==> config.mk <==
export PLATFORM = sky130hd
export DESIGN_NAME = thr_state_ctrl
export DESIGN_NICKNAME = d
export VERILOG_FILES = /design/src/rtl/thr_state_pkg.sv /design/src/rtl/thr_wake_merge.sv /design/src/rtl/thr_state_fsm.sv /design/src/rtl/thr_mode_reg.sv /design/src/rtl/thr_state_ctrl.sv
export SDC_FILE = /design/constraint.sdc
export NUM_CORES = 1
export LEC_CHECK = 0
export CORE_AREA = 2 2 39 41
export CTS_CLUSTER_DIAMETER = 150
export DETAILED_ROUTE_END_ITERATION = 8
export DIE_AREA = 0 0 41 43
export PLACE_DENSITY = 0.4
export SKIP_CTS_REPAIR_TIMING = 1
export SYNTH_ARGS = -nofsm -noshare
export SYNTH_HDL_FRONTEND = slang
export SYNTH_SLANG_ARGS = --single-unit
==> constraint.sdc <==
create_clock -name clk -period 0.93 [get_ports clk]
set_input_delay 0.1395 -clock clk [delete_from_list [all_inputs] [get_ports clk]]
set_output_delay 0.1395 -clock clk [all_outputs]
set_load 0.01 [all_outputs]
==> src/rtl/thr_state_pkg.sv <==
package thr_state_pkg;
   localparam int unsigned STATE_W = 2;
   typedef enum logic [STATE_W-1:0] {
      TS_NULL    = 2'b00,
      TS_DORMANT = 2'b01,
      TS_ACTIVE  = 2'b10,
      TS_ILLEGAL = 2'b11
   } thr_state_e;
endpackage

==> src/rtl/thr_wake_merge.sv <==
module thr_wake_merge #(
   parameter int unsigned        NSRC   = 3,
   parameter logic [NSRC-1:0]    SRC_EN = '1
) (
   input  logic [NSRC-1:0] src_i,
   output logic            any_o
);
   if (NSRC < 1) begin : g_bad_nsrc
      $error("thr_wake_merge: NSRC must be at least 1");
   end

   logic [NSRC-1:0] gated;

   for (genvar i = 0; i < NSRC; i++) begin : g_src
      if (SRC_EN[i]) begin : g_on
         assign gated[i] = src_i[i];
      end else begin : g_off
         assign gated[i] = 1'b0;
      end
   end

   assign any_o = |gated;
endmodule

==> src/rtl/thr_state_fsm.sv <==
module thr_state_fsm
   import thr_state_pkg::*;
(
   input  logic               clk,
   input  logic               rst_n,
   input  logic               sw_req_i,
   input  logic [STATE_W-1:0] sw_target_i,
   input  logic               wake_i,
   output logic [STATE_W-1:0] state_o
);
   thr_state_e cur_q, nxt;
   logic       sw_ok;

   assign sw_ok = sw_req_i && (sw_target_i != TS_ILLEGAL);

   always_comb begin
      nxt = cur_q;
      unique case (cur_q)
         TS_DORMANT: begin
            if (wake_i)      nxt = TS_ACTIVE;
            else if (sw_ok)  nxt = thr_state_e'(sw_target_i);
         end
         TS_NULL, TS_ACTIVE: begin
            if (sw_ok)       nxt = thr_state_e'(sw_target_i);
         end
         default:            nxt = TS_NULL;
      endcase
   end

   always_ff @(posedge clk or negedge rst_n) begin
      if (!rst_n) cur_q <= TS_NULL;
      else        cur_q <= nxt;
   end

   assign state_o = cur_q;

   p_legal_state_r1: assert property (@(posedge clk) disable iff (!rst_n)
      state_o != TS_ILLEGAL);

   p_dormant_by_sw_r4: assert property (@(posedge clk) disable iff (!rst_n)
      (state_o != TS_DORMANT && !(sw_req_i && sw_target_i == TS_DORMANT))
      |=> state_o != TS_DORMANT);

   p_wake_dormant_r5: assert property (@(posedge clk) disable iff (!rst_n)
      (state_o == TS_DORMANT && wake_i) |=> state_o == TS_ACTIVE);

   p_null_sticky_r6: assert property (@(posedge clk) disable iff (!rst_n)
      (state_o == TS_NULL && !sw_req_i) |=> state_o == TS_NULL);

   p_active_sticky_r7: assert property (@(posedge clk) disable iff (!rst_n)
      (state_o == TS_ACTIVE && !sw_req_i) |=> state_o == TS_ACTIVE);

   p_sw_applies_r3: assert property (@(posedge clk) disable iff (!rst_n)
      (sw_req_i && sw_target_i != TS_ILLEGAL && !(state_o == TS_DORMANT && wake_i))
      |=> state_o == $past(sw_target_i));
endmodule

==> src/rtl/thr_mode_reg.sv <==
module thr_mode_reg (
   input  logic clk,
   input  logic rst_n,
   input  logic active_i,
   output logic smt_o
);
   always_ff @(posedge clk or negedge rst_n) begin
      if (!rst_n) smt_o <= 1'b0;
      else        smt_o <= active_i;
   end

   p_mode_follows_r2: assert property (@(posedge clk) disable iff (!rst_n)
      smt_o == $past(active_i));
endmodule

==> src/rtl/thr_state_ctrl.sv <==
module thr_state_ctrl
   import thr_state_pkg::*;
#(
   parameter logic [2:0] WAKE_EN = 3'b111
) (
   input  logic       clk,
   input  logic       rst_n,
   input  logic       sw_req_i,
   input  logic [1:0] sw_target_i,
   input  logic       ext_irq_i,
   input  logic       dec_irq_i,
   input  logic       wake_instr_i,
   output logic [1:0] state_o,
   output logic       smt_mode_o
);
   localparam int unsigned NWAKE = 3;

   if (STATE_W != 2) begin : g_bad_w
      $error("thr_state_ctrl: state width must be 2");
   end

   logic wake_any;

   thr_wake_merge #(.NSRC(NWAKE), .SRC_EN(WAKE_EN)) u_wake (
      .src_i ({wake_instr_i, dec_irq_i, ext_irq_i}),
      .any_o (wake_any)
   );

   thr_state_fsm u_fsm (
      .clk         (clk),
      .rst_n       (rst_n),
      .sw_req_i    (sw_req_i),
      .sw_target_i (sw_target_i),
      .wake_i      (wake_any),
      .state_o     (state_o)
   );

   thr_mode_reg u_mode (
      .clk      (clk),
      .rst_n    (rst_n),
      .active_i (state_o == TS_ACTIVE),
      .smt_o    (smt_mode_o)
   );

   p_wake_beats_sw_r8: assert property (@(posedge clk) disable iff (!rst_n)
      (state_o == TS_DORMANT && sw_req_i && (ext_irq_i || dec_irq_i || wake_instr_i))
      |=> state_o == TS_ACTIVE);
endmodule

==> flow_metrics.tcl, run 1 <==
set metrics [dict create \
    place_congestion 0.622 \
    cp-startpoint "u_fsm.state_o[0]" \
    place_ws_ps -308 \
    cp_max_fo 4 \
    synth_area_um2 146 \
    core_um2 1380 \
    synth-seq-cells 3 \
    grt_overflow 0 \
    totalPowerFinal_w 0.000557 \
    start_util 0.106 \
    design_area_um2 337 \
    yosys.cell_types.count 10 \
    finalCriticalPeriod_ps 909 \
    synth.area.top_cells "dfrtp_1 (51%), inv_1 (7.7%), o21ai_0 (6.8%)" \
    antenna_found_initial 0 \
    ff2ff_path_depth 4 \
    final_cell_mix "clkdlybuf4s50_1 (5), inv_1 (3), clkbuf_4 (3), dlymetal6s2s_1 (3), dfrtp_1 (3)" \
    clockBufferDepth 2 \
    syn_to_final_growth_pct 130 \
    ys_seq_area_frac 0.513 \
    ant_nets 0 \
    drv_cap 0 \
    grt_usage 0.0633 \
    r2r-end "u_fsm.state_o[1]" \
    end_kind "register" \
    synthCells 15 \
    hold_violations 0 \
    relSlewSlack 0.855 \
    cts_tree "yes" \
    fp-row-count 14 \
    drt_iter0_drc 1 \
    grt_max_degree 5 \
    final_cells 49 \
    clock.fmax_mhz 1100 \
    tightest_slew_ps 216 \
    yosys.area.top_type "dfrtp_1" \
    routedWlPerCell_um 8.67 \
    min_period_over_period 0.977 \
    tns_ps 0 \
    multi_input_area_um2 68.8 \
    fillCellCount 150 \
    rsz0062_at_grt "true" \
    dieHeight_um 43 \
    via_count 170 \
    numClockSinks 3 \
    dp.cells 43 \
    synth.avg_cell_area_um2 9.76 \
    layout-drive-gt1-share 0.364 \
    yosys_warnings 0 \
    vias_per_cell 3.47 \
    htree_levels 1 \
    io_pins 11 \
    hpwl_um 308 \
    critPathLaunchType "register" \
    die_area_um2 1760 \
    power_density_nw_per_um2 1650 \
    setup_viol 0 \
    clk_latency_ps 230 \
    worstSetupEndpoint "u_fsm.state_o[1]" \
    cts_root_buf "clkbuf_4" \
    hold_path.class "in2async" \
    finalClockSkew_ps 0.543 \
    fin_ws_ps 21.2 \
    grt_first_pass_wirelength_um 614 \
    p_leak_nw 0.179 \
    wirelength_um 425 \
    clk_pin_slew_worst_paths_ps 40 \
    ir_worst_vdd_uv 296 \
    grt_pass1_vias 166 \
    cts_buffers 3 \
    final_nets 42 \
    place_area_um2 282 \
    drv_slew 0 \
    io_buffers 10 \
    fp.dieW_um 41 \
    regArea_um2 75.1 \
    crit_type "reg2reg" \
    rrSetupSlack_ps 20 \
    post-route-drc-count 0 \
    reg2reg_from "u_fsm.state_o[0]" \
    yosysTopAreaCellShare 0.513 \
    final_common_cell "clkdlybuf4s50_1" \
    required_ps 1090 \
    status "finished, final reports clean" \
    drtPass1Iterations 2 \
    antennaDiodeCount 0 \
    crit_arrival_ps 1070 \
    synth_nets 23 \
]
[where the power goes]
group          internal (W)  total [W]  switching [W]
Clock              0.000161   0.000225      0.0000641
Sequential         0.000152   0.000161     0.00000927
Combinational      0.000109   0.000171      0.0000613
[kinds of logic (layout without fill, tap and decap cells)]
family          count (synthesis)  in the layout  synth area share
simple gates                    5              5             0.222
compound gates                  4              4             0.188
flops                           3              3             0.513
buf+inv                         3             21            0.0769
[routing by layer]
layer | up-vias | global-route usage | share of wire
met5 | - | 0 | 0
met2 | 11 | 0.0594 | 0.41
met3 | 2 | 0.0628 | 0.18
met4 | 0 | 0.0800 | 0.0094
met1 | 69 | 0.0645 | 0.40
li1 | 88 | - | -
[worst min path at each step]
| stage | slack (ps) | endpoint | cells after the start |
|---|---|---|---|
| 2_1_floorplan | -160 | u_fsm.state_o[0] | 0 |
| 3_3_place_gp | 330 | u_fsm.state_o[1] | 1 |
| 3_5_place_dp | 330 | u_fsm.state_o[0] | 1 |
| 4_1_cts | 90 | u_mode.smt_o | 1 |
| 5_1_grt | 90 | u_fsm.state_o[1] | 1 |
| 6_report | 90 | u_mode.smt_o | 1 |
[synthesized netlist by cell type]
master / instances
dfrtp_1: 3
inv_1: 3
o21ai_0: 2
and2b_1: 1
nand2b_1: 1
nand3_1: 1
nand4b_1: 1
nor3_1: 1
o21ai_2: 1
o22a_1: 1
[critical path: stages (launching register included)]
cell,delay [ps]
dfrtp_1,380
buf_6,130
and2b_1,220
o21ai_2,70
o21ai_2,50
[state kept, by name (all words and copies together) (netlist names)]
signal         cells
u_fsm.state_o      2
u_mode.smt_o       1
[metrics by stage]
| step | hold slack [ps] | util |
|---|---|---|
| after floorplan | -156 | - |
| after global placement | 333 | 0.203 |
| after detailed placement | 334 | 0.203 |
| after CTS | 85.7 | 0.222 |
| after global routing | 91.7 | 0.243 |
| final | 91.8 | 0.243 |
[cell type report]
cell class / instances / area share
clock buffer: 4 / 0.0781
sequential: 3 / 0.223
timing repair buffer: 14 / 0.401
multi-input combinational: 9 / 0.204
inverter: 3 / 0.0335
tap: 16 / 0.0595
Power figures use the tool's default switching activity.
==> run 2: changes to the inputs <==
--- a/config.mk
+++ b/config.mk
@@ -7,6 +7,7 @@
 export LEC_CHECK = 0
 export CORE_AREA = 2 2 39 41
 export CTS_CLUSTER_DIAMETER = 150
+export CTS_CLUSTER_SIZE = 8
 export DETAILED_ROUTE_END_ITERATION = 8
 export DIE_AREA = 0 0 41 43
 export PLACE_DENSITY = 0.4
==> results of run 2 <==
Final layout, timing and power as in run 1 (identical DEF).
